## src/rtl/simd_imm_pkg.sv

```systemverilog
package simd_imm_pkg;
  localparam int BYTE_W  = 8;
  localparam int WORD_W  = 32;
  localparam int CONST_W = 64;
  localparam int SHAPE_W = 4;

  localparam logic [SHAPE_W-1:0] SHAPE_MASK  = 4'd14;
  localparam logic [SHAPE_W-1:0] SHAPE_FLOAT = 4'd15;
endpackage

```

## src/rtl/simd_imm_word.sv

```systemverilog
module simd_imm_word
  import simd_imm_pkg::*;
(
  input  logic                clk,
  input  logic                rst,
  input  logic [BYTE_W-1:0]   byte_i,
  input  logic [SHAPE_W-1:0]  shape_i,
  output logic [WORD_W-1:0]   word_o
);
  localparam int ZB = BYTE_W;

  logic [WORD_W-1:0] fp_word;
  assign fp_word = {byte_i[7], ~byte_i[6], {5{byte_i[6]}}, byte_i[5:0], 19'b0};

  always_comb begin
    case (shape_i[3:1])
      3'd0: word_o = {{(3*ZB){1'b0}}, byte_i};
      3'd1: word_o = {{(2*ZB){1'b0}}, byte_i, {ZB{1'b0}}};
      3'd2: word_o = {{ZB{1'b0}}, byte_i, {(2*ZB){1'b0}}};
      3'd3: word_o = {byte_i, {(3*ZB){1'b0}}};
      3'd4: word_o = {{ZB{1'b0}}, byte_i, {ZB{1'b0}}, byte_i};
      3'd5: word_o = {byte_i, {ZB{1'b0}}, byte_i, {ZB{1'b0}}};
      3'd6: word_o = shape_i[0] ? {{ZB{1'b0}}, byte_i, {(2*ZB){1'b1}}}
                                : {{(2*ZB){1'b0}}, byte_i, {ZB{1'b1}}};
      default: word_o = shape_i[0] ? fp_word : {4{byte_i}};
    endcase
  end

  AST_FLOAT_EXP: assert property (@(posedge clk) disable iff (rst)
    (shape_i == SHAPE_FLOAT) |-> ((word_o[30] != word_o[29]) && (word_o[25] == word_o[29])));
endmodule

```

## src/rtl/simd_imm_mask.sv

```systemverilog
module simd_imm_mask
  import simd_imm_pkg::*;
#(
  parameter int LANES = CONST_W / BYTE_W
) (
  input  logic                      clk,
  input  logic                      rst,
  input  logic [LANES-1:0]          bits_i,
  output logic [LANES*BYTE_W-1:0]   mask_o
);
  for (genvar n = 0; n < LANES; n++) begin : g_lane
    assign mask_o[n*BYTE_W +: BYTE_W] = {BYTE_W{bits_i[n]}};
  end

  AST_MASK_POP: assert property (@(posedge clk) disable iff (rst)
    $countones(mask_o) == BYTE_W * $countones(bits_i));
endmodule

```

## src/rtl/simd_imm_stage.sv

```systemverilog
module simd_imm_stage #(
  parameter int W       = 65,
  parameter bit OUT_REG = 1'b1
) (
  input  logic         clk,
  input  logic         rst,
  input  logic [W-1:0] d_i,
  output logic [W-1:0] q_o
);
  if (OUT_REG) begin : g_reg
    logic armed;
    always_ff @(posedge clk) begin
      if (rst) begin
        q_o   <= '0;
        armed <= 1'b0;
      end else begin
        q_o   <= d_i;
        armed <= 1'b1;
      end
    end

    AST_ONE_CYCLE: assert property (@(posedge clk) disable iff (rst)
      armed |-> (q_o == $past(d_i)));
  end else begin : g_wire
    assign q_o = d_i;
  end
endmodule

```

## src/rtl/simd_imm_expand.sv

```systemverilog
module simd_imm_expand
  import simd_imm_pkg::*;
#(
  parameter bit OUT_REG = 1'b1
) (
  input  logic               clk,
  input  logic               rst,
  input  logic               imm_top_i,
  input  logic [2:0]         imm_mid_i,
  input  logic [3:0]         imm_low_i,
  input  logic [SHAPE_W-1:0] shape_i,
  input  logic               inv_i,
  output logic [CONST_W-1:0] const_o,
  output logic               bad_o
);
  localparam int LANES = CONST_W / BYTE_W;
  localparam int PIPE_W = CONST_W + 1;

  logic [BYTE_W-1:0]  byte_c;
  logic [WORD_W-1:0]  word_c;
  logic [CONST_W-1:0] mask_c;
  logic [CONST_W-1:0] const_c;
  logic               bad_c;
  logic               sel_mask;
  logic [PIPE_W-1:0]  pipe_q;

  assign byte_c = {imm_top_i, imm_mid_i, imm_low_i};

  simd_imm_word u_word (
    .clk     (clk),
    .rst     (rst),
    .byte_i  (byte_c),
    .shape_i (shape_i),
    .word_o  (word_c)
  );

  simd_imm_mask #(.LANES(LANES)) u_mask (
    .clk    (clk),
    .rst    (rst),
    .bits_i (byte_c),
    .mask_o (mask_c)
  );

  assign sel_mask = (shape_i == SHAPE_MASK) && inv_i;
  assign bad_c    = (shape_i == SHAPE_FLOAT) && inv_i;

  always_comb begin
    if (bad_c)
      const_c = '0;
    else if (sel_mask)
      const_c = mask_c;
    else if (inv_i)
      const_c = {2{~word_c}};
    else
      const_c = {2{word_c}};
  end

  simd_imm_stage #(.W(PIPE_W), .OUT_REG(OUT_REG)) u_stage (
    .clk (clk),
    .rst (rst),
    .d_i ({bad_c, const_c}),
    .q_o (pipe_q)
  );

  assign bad_o   = pipe_q[CONST_W];
  assign const_o = pipe_q[CONST_W-1:0];

  AST_HALVES_MATCH: assert property (@(posedge clk) disable iff (rst)
    !sel_mask |-> (const_c[CONST_W-1:WORD_W] == const_c[WORD_W-1:0]));
  AST_BAD_ZERO: assert property (@(posedge clk) disable iff (rst)
    bad_c |-> (const_c == '0));
  AST_BAD_ONLY_FLOAT: assert property (@(posedge clk) disable iff (rst)
    bad_c |-> (word_c[30] != word_c[29]));
endmodule

```

## config.mk

```make
export PLATFORM = sky130hd
export DESIGN_NAME = simd_imm_expand
export DESIGN_NICKNAME = d
export VERILOG_FILES = /design/src/rtl/simd_imm_pkg.sv /design/src/rtl/simd_imm_word.sv /design/src/rtl/simd_imm_mask.sv /design/src/rtl/simd_imm_stage.sv /design/src/rtl/simd_imm_expand.sv
export SDC_FILE = /design/constraint.sdc
export NUM_CORES = 1
export LEC_CHECK = 0
export BUFFER_PORTS_ARGS = -buffer_cell sky130_fd_sc_hd__buf_2
export CAP_MARGIN = 5
export CORE_UTILIZATION = 40
export CTS_CLUSTER_SIZE = 25
export DETAILED_ROUTE_END_ITERATION = 8
export GPL_TIMING_DRIVEN = 0
export PLACE_DENSITY = 0.68
export REMOVE_ABC_BUFFERS = 1
export SKIP_CTS_REPAIR_TIMING = 1
export SLEW_MARGIN = 10
export SYNTH_ARGS = -nofsm -noshare
export SYNTH_HDL_FRONTEND = slang
export SYNTH_SLANG_ARGS = --single-unit
export TNS_END_PERCENT = 5
```

## constraint.sdc

```tcl
create_clock -name clk -period 4.6 [get_ports clk]
set_input_delay 1.15 -clock clk [delete_from_list [all_inputs] [get_ports clk]]
set_output_delay 1.15 -clock clk [all_outputs]
set_load 0.03 [all_outputs]
```

# Word level (Yosys, flattened, before mapping)
# Index checks and enable logic that the tools add are counted.
# W data, S select, Z words.
[totals]
register_bits = 65
output_inout_bits = 65
wordCells = 21
[classes]
eq_ne = 8
mux = 5
bitwise = 2
n_reduce_logical = 4
[ops]
columns = ["op", "n"]
rows = [
  ["$pmux W32 S7", 1],
  ["$mux W64", 2],
  ["$not A32 Y32", 1],
  ["$mux W31", 1],
  ["$mux W24", 1],
  ["$eq A3 B3 Y1 const B", 3],
  ["$eq A4 B4 Y1 const B", 2],
  ["$eq A3 B2 Y1 const B", 2],
  ["$eq A3 B1 Y1 const B", 1],
  ["$logic_not A3 Y1", 1],
  ["$logic_and A1 B1 Y1", 2],
  ["$reduce_or A2 Y1", 1],
  ["$not A1 Y1", 1],
]

# Logic depth before layout (Yosys ltp)
# Gate-level depths: netlist of run 1.
[logic_depth]
depth_word = 6
depth_mapped = 8

# Hierarchy
# From an unflattened synthesis of run 1, not the netlist that was laid out.
[unflattened]
hier_cells = 498
hier_area_um2 = 4667.0
[by_module_without_submodules]
columns = ["mod", "n_inst", "cells_per_inst", "area_each_um2", "seq_area_each_um2"]
rows = [
  ["simd_imm_stage", 1, 137, 1855.5, 1301.2],
  ["simd_imm_expand", 1, 181, 1501.4, 0.0],
  ["simd_imm_word", 1, 116, 829.5, 0.0],
  ["simd_imm_mask", 1, 64, 480.5, 0.0],
]

# Worst setup path before layout of run 1
# OpenSTA, ideal clock, no wires.
[synth_path]
path_type = "input -> register"
startpoint = "input port shape_i[0]"
endpoint = "register u_stage.q_o[14]"
setup_time_ns = 0.067
arrival_time_ns = 2.307
required_time_ns = 4.533
setup_slack_ns = 2.225
cell_stages = 8
path_buffers = 1
cell_sequence = "buf_6 -> inv_2 -> ha_1 -> and3_4 -> o21ai_1 -> o21ai_1 -> mux2_4 -> a21oi_2"
[synth_between]
elab_chain_len = 5
elab_cells_between_ends = 11
classes_between = "eq/ne: 2; mux: 5; bitwise: 1; reduce/logical: 3"
[synth_rtl]
columns = ["item", "line_no", "rtl"]
rows = [
  ["start, declared", "simd_imm_expand.sv:11", "input logic [SHAPE_W-1:0] shape_i,"],
  ["$mux W31 / $mux W24 (equally long branches)", "simd_imm_word.sv:25, simd_imm_word.sv:23", ""],
  ["$pmux W32 S7", "simd_imm_word.sv:16", "case (shape_i[3:1])"],
  ["$not A32 Y32", "simd_imm_expand.sv:53", "const_c = {2{~word_c}};"],
  ["$mux W64", "simd_imm_expand.sv:52", "else if (inv_i)"],
  ["$mux W64", "simd_imm_expand.sv:50", "else if (sel_mask)"],
  ["end signal, assigned", "simd_imm_stage.sv:17", "q_o <= d_i;"],
  ["end, declared", "simd_imm_stage.sv:8", "output logic [W-1:0] q_o"],
]
# Several ways; a longest one is shown, not always the timed one.
# A chain may end at the register's enable or synchronous reset.

# Worst setup path after layout of run 1
[layout_path]
startpoint = "input port shape_i[2]"
endpoint = "register u_stage.q_o[63]"
[layout_between]
elab_chain_len = 5
elab_cells_between_ends = 16
classes_between = "eq/ne: 8; mux: 3; bitwise: 1; reduce/logical: 4"
[layout_rtl]
columns = ["item", "line_no"]
rows = [
  ["$eq A3 B3 Y1, or another cell as far along", "simd_imm_word.sv:16"],
  ["$pmux W32 S7", "simd_imm_word.sv:16"],
  ["$not A32 Y32", "simd_imm_expand.sv:53"],
  ["$mux W64", "simd_imm_expand.sv:52"],
  ["$mux W64", "simd_imm_expand.sv:50"],
]
# Several ways; a longest one is shown, not always the timed one.

==> results_dict.tcl, run 1 <==
set metrics [dict create \
    status "finished clean" \
    seqPwrFrac_pct 37.9 \
    crit_path_cell_trace "buf_2, and2_4, nand4_2, nand2b_2, or3_1, a21oi_1" \
    path_depth 6 \
    clkSinkCount 65 \
    finalCritPeriodShare_pct 66.07 \
    yosysUniqueCellTypes 56 \
    drive_above_1_share_pct 27.86 \
    drc_errors 0 \
    nets 476 \
    yosysMostFrequentCell "a21oi_1" \
    cp_slowest_cell "buf_2" \
    worstPathRequired_ns 4.84 \
    pre_cts_ws_ns 1.238 \
    p_clk_share_pct 40.1 \
    fillers 807 \
    end_kind "register" \
    instances_no_fill 568 \
    syn_inst 407 \
    fin_ws_ns 1.561 \
    rsz0062_at_grt "false" \
    syn2layout_area_growth_pct 16.47 \
    hold_class "primary input to register" \
    grt_pass1_vias 2875 \
    antenna_cells 0 \
    slew_viol_final 0 \
    drtIter0Drc 308 \
    ys_ff_latch 65 \
    grt_use_met1_pct 28.80 \
    slew_headroom_pct 31.07 \
    grt_max_degree 64 \
    ys.flop_type "dfxtp_1" \
    hpwl_mm 6.101 \
    yosys.area.top_type "dfxtp_1" \
    root_buffer "clkbuf_8" \
    cp-endpoint "u_stage.q_o[63]" \
    synthTopCellsByArea "dfxtp_1 (38%), a21oi_1 (9.7%), o21ai_0 (4.6%)" \
    fp.dieArea_um2 8997 \
    cp-start-kind "primary input" \
    largest_reg_flops 65 \
    dieWidth_um 94.85 \
    irDropWorstVdd_uv 152.8 \
    gp_congestion 0.8953 \
    path_max_fanout 63 \
    top_regs "u_stage.q_o (65)" \
    top_usage_layer "met2" \
    netlist.area_leader.share_pct 37.74 \
    syn_area_per_cell_um2 8.472 \
    cap_violations 0 \
    synthArstFlopShare_pct 0 \
    grt_pass1_wl_mm 14.86 \
    ant_nets 0 \
    die_y_um 94.85 \
    intPower_mw 1.152 \
    overflow 0 \
    antenna_found_initial 0 \
    dr.pass1.iters 5 \
    grt_use_total_pct 21.88 \
    met3_usage_pct 5.636 \
    hold_violations 0 \
    max_stage_delay_ns 0.76 \
    cts.path.max_buffers 2 \
    swShare_pct 29.57 \
    synth_common_cells "a21oi_1 (67), dfxtp_1 (65), nand2_1 (33)" \
    finalSetupViolCount 0 \
    coreArea_um2 8299 \
    rows 33 \
    path_class "primary input to register" \
    timing.fmax_mhz 329.0 \
    powerDensity_nw_per_um2 407.4 \
    drt_wl_total_mm 9.333 \
    via_per_inst 5.789 \
    setup_tns_ns 0 \
    comb_power_share_pct 22.0 \
    arrival_ns 3.28 \
    yosys_warnings 0 \
    leakage_nw 1.758 \
    io_pins 80 \
    clk_pin_slew_ns 0.07 \
    ys_seq_area_share_pct 37.74 \
    top_register "u_stage.q_o" \
    cts_tree "built" \
    synth_edf_count 0 \
    dp_cells 552 \
    htree_levels 3 \
    vias 3288 \
    critPathLaunch "shape_i[2]" \
    switchingPower_mw 0.4838 \
    worst-path-buf-inv 1 \
    cts_buffers 9 \
    met2_usage_pct 33.87 \
    start_util_pct 41.55 \
    synth_area_um2 3448 \
    cp_top_family "simple AND/OR/NAND/NOR gates" \
    layout_min_cycle_time_ns 3.039 \
    wire_per_inst_um 16.43 \
    tightest_slew_ns 1.034 \
    io_buffers 79 \
]
placed cells by master, fill, tap and decap left out, drive strengths merged, types with 13 or more instances in the layout:
master,count
nand2,33
a21oi,69
nor2,13
dfxtp,65
buf,79
o211ai,14
a31oi,19
o21ai,36
nand2b,13
power groups by stage:
stage | clock network [mW] | logic [mW] | registers (mW)
after detailed placement | 0 | 0.357 | 0.633
after global placement | 0 | 0.353 | 0.632
after global routing | 0.697 | 0.391 | 0.625
after CTS | 0.666 | 0.358 | 0.621
final | 0.656 | 0.360 | 0.620
after floorplan | 0 | 0.138 | 0.731
cells by family (layout without fill, tap and decap cells):
logic type / Yosys count / count (layout) / synth area share [%]
multiplexers: 11 / 11 / 3.665
buffers and inverters: 49 / 105 / 7.946
flip-flops: 65 / 65 / 37.74
AO/OA/AOI/OAI: 182 / 182 / 33.60
adder cells (fa/ha/maj): 3 / 3 / 1.089
AND/OR/NAND/NOR: 97 / 97 / 15.97
per-layer routing:
| metal | vias up | share of wire (%) |
|---|---|---|
| li1 | 1607 | - |
| met1 | 1521 | 45 |
| met2 | 144 | 46 |
| met3 | 16 | 6.8 |
| met4 | 0 | 2.2 |
| met5 | - | 0 |
worst min path at each step:
stage | from | end | slack, ns | cells after the start
floorplan | rst | u_stage.q_o[64] | 1.22 | 1
global placement | rst | u_stage.q_o[64] | 1.36 | 2
detailed placement | rst | u_stage.q_o[64] | 1.36 | 2
CTS | rst | u_stage.q_o[64] | 0.98 | 2
global route | rst | u_stage.q_o[64] | 0.98 | 2
finish | rst | u_stage.q_o[64] | 1.0 | 2
per-stage QoR:
step	utilization, %	area, µm²	hold slack (ns)	total power, mW
final	48.39	4016	0.9972	1.636
after global routing	48.39	4016	0.9770	1.712
after CTS	48.39	4016	0.9831	1.645
after detailed placement	45.08	3741	1.362	0.9896
after global placement	45.05	3739	1.358	0.9848
after floorplan	-	3212	1.222	0.8691
layout make-up:
class	instances	area (µm²)	area share (%)
Clock buffer	10	137.6	3.427
Clock inverter	6	137.6	3.427
Inverter	10	37.54	0.9346
Multi-Input combinational cell	293	1876	46.70
Sequential cell	65	1301	32.40
Tap cell	105	131.4	3.271
Timing Repair Buffer	79	395.4	9.844
(Power assumes the default switching activity.)
==> inputs of run 2 (changes only) <==
--- a/config.mk
+++ b/config.mk
@@ -11,7 +11,7 @@
 export CTS_CLUSTER_SIZE = 25
 export DETAILED_ROUTE_END_ITERATION = 8
 export GPL_TIMING_DRIVEN = 0
-export PLACE_DENSITY = 0.68
+export PLACE_DENSITY = 0.71
 export REMOVE_ABC_BUFFERS = 1
 export SKIP_CTS_REPAIR_TIMING = 1
 export SLEW_MARGIN = 10
==> constraint.sdc (replaced) <==
create_clock -name clk -period 2.5 [get_ports clk]
set_input_delay 0.625 -clock clk [delete_from_list [all_inputs] [get_ports clk]]
set_output_delay 0.625 -clock clk [all_outputs]
set_load 0.03 [all_outputs]
==> run 2 against run 1 <==
Count of clock-buffer cells in the layout stayed put. Total power is 85% higher. Hold slack worse by 0.54 ns. Wire length is 2.6% higher. First-iteration DRC count is 16% lower. Sequential power is 84% higher. Critical endpoint is now u_stage.q_o[10]. Clock power is 87% higher. Design area is 0.12% higher. Die area stayed put. Non-clock buffer count stayed put. Critical path type unchanged. Sequential cell count stayed put.
==> results_dict.tcl, run 2 (synthesized netlist as in run 1, its figures left out) <==
set metrics [dict create \
    cp_slowest_cell "buf_2" \
    seqCellArea_um2 1301 \
    end_kind "register" \
    via_per_inst 5.829 \
    finalCritPeriodShare_pct 90.75 \
    fillers 818 \
    pre_cts_ws_ns -0.3345 \
    intPower_mw 2.121 \
    hold_class "primary input to register" \
    top_regs "u_stage.q_o (65)" \
    rows 33 \
    dr.pass1.iters 6 \
    grt_use_total_pct 22.63 \
    grt_pass1_vias 3039 \
    gp_congestion 0.9155 \
    drtIter0Drc 260 \
    seqPwrFrac_pct 37.6 \
    grt_max_degree 64 \
    setup_tns_ns 0 \
    slew_headroom_pct 45.81 \
    overflow 0 \
    start_util_pct 41.55 \
    syn2layout_area_growth_pct 16.62 \
    fin_ws_ns 0.2312 \
    crit_path_cell_trace "buf_2, nand2_1, o221ai_1, nand2_1, nor3b_2, o21a_1" \
    largest_reg_flops 65 \
    p_clk_share_pct 40.4 \
    max_stage_delay_ns 0.51 \
    cts_buffers 9 \
    io_pins 80 \
    irDropWorstVdd_uv 286.3 \
    antenna_found_initial 0 \
    worst-path-buf-inv 1 \
    antenna_cells 0 \
    powerDensity_nw_per_um2 754.1 \
    ant_nets 0 \
    critPathLaunch "shape_i[1]" \
    comb_power_share_pct 22.0 \
    postLayoutCellArea_um2 4021 \
    hpwl_mm 6.149 \
    tightest_slew_ns 0.8129 \
    drive_above_1_share_pct 27.86 \
    io_buffers 79 \
    top_register "u_stage.q_o" \
    cts_tree "built" \
    htree_levels 3 \
    finalSetupViolCount 0 \
    dpl_cell_area_um2 3741 \
    path_max_fanout 38 \
    vias 3311 \
    clk_pin_slew_ns 0.07 \
    cap_violations 0 \
    final_cell_mix "buf_2 (77), a21oi_1 (67), dfxtp_1 (65)" \
    grt_pass1_wl_mm 15.30 \
    dieWidth_um 94.85 \
    arrival_ns 2.51 \
    power.total_mw 3.033 \
    layout_min_cycle_time_ns 2.269 \
    cp-start-kind "primary input" \
    wire_per_inst_um 16.86 \
    nets 476 \
    status "finished clean" \
    timing.fmax_mhz 440.8 \
    die_y_um 94.85 \
    clkSinkCount 65 \
    drc_errors 0 \
    rsz0062_at_grt "false" \
    swShare_pct 30.06 \
    drt_wl_total_mm 9.575 \
    leakage_nw 1.760 \
    cts.path.max_buffers 2 \
    worstPathRequired_ns 2.75 \
    multiInputGateArea_um2 1876 \
    cp_top_family "simple AND/OR/NAND/NOR gates" \
    hold_start "rst" \
    coreArea_um2 8299 \
    final_core_util_pct 48.45 \
    slew_viol_final 0 \
    switchingPower_mw 0.9116 \
    hold_violations 0 \
    path_class "primary input to register" \
    fp.dieArea_um2 8997 \
    path_common_cell "nand2_1" \
    final_common_cell "buf_2" \
    root_buffer "clkbuf_8" \
]
-- run 2: routing by layer --
metal	track usage [%]	up-vias	part of all wire, %
li1	-	1605	-
met1	28.43	1519	44
met2	35.25	161	46
met3	5.556	26	7.6
met4	12.63	0	2.8
met5	0	-	0
-- run 2: final cells by class --
cell class	instances	area share [%]
well taps	105	3.267
repair buffers	79	9.956
clock inverters	6	3.423
flip-flops and latches	65	32.36
multi-input cells	293	46.64
clock buffers	10	3.423
inverters	10	0.9334
-- run 2: through the flow --
step	hold slack [ns]	instances
finish	0.4608	568
global route	0.4703	568
CTS	0.4627	568
detailed placement	0.8460	552
global placement	0.8292	552
floorplan	0.6974	368
-- run 2: worst paths after layout --
kind,end,cells past startpoint
setup / recovery,u_stage.q_o[10],6
hold / removal,u_stage.q_o[64],2
-- run 2: power by group through the flow --
stage / logic, mW / registers (mW) / clock network (mW)
2_1_floorplan: 0.253 / 1.35 / 0
3_3_place_gp: 0.650 / 1.16 / 0
3_5_place_dp: 0.658 / 1.16 / 0
4_1_cts: 0.661 / 1.14 / 1.24
5_1_grt: 0.724 / 1.15 / 1.29
6_report: 0.667 / 1.14 / 1.23
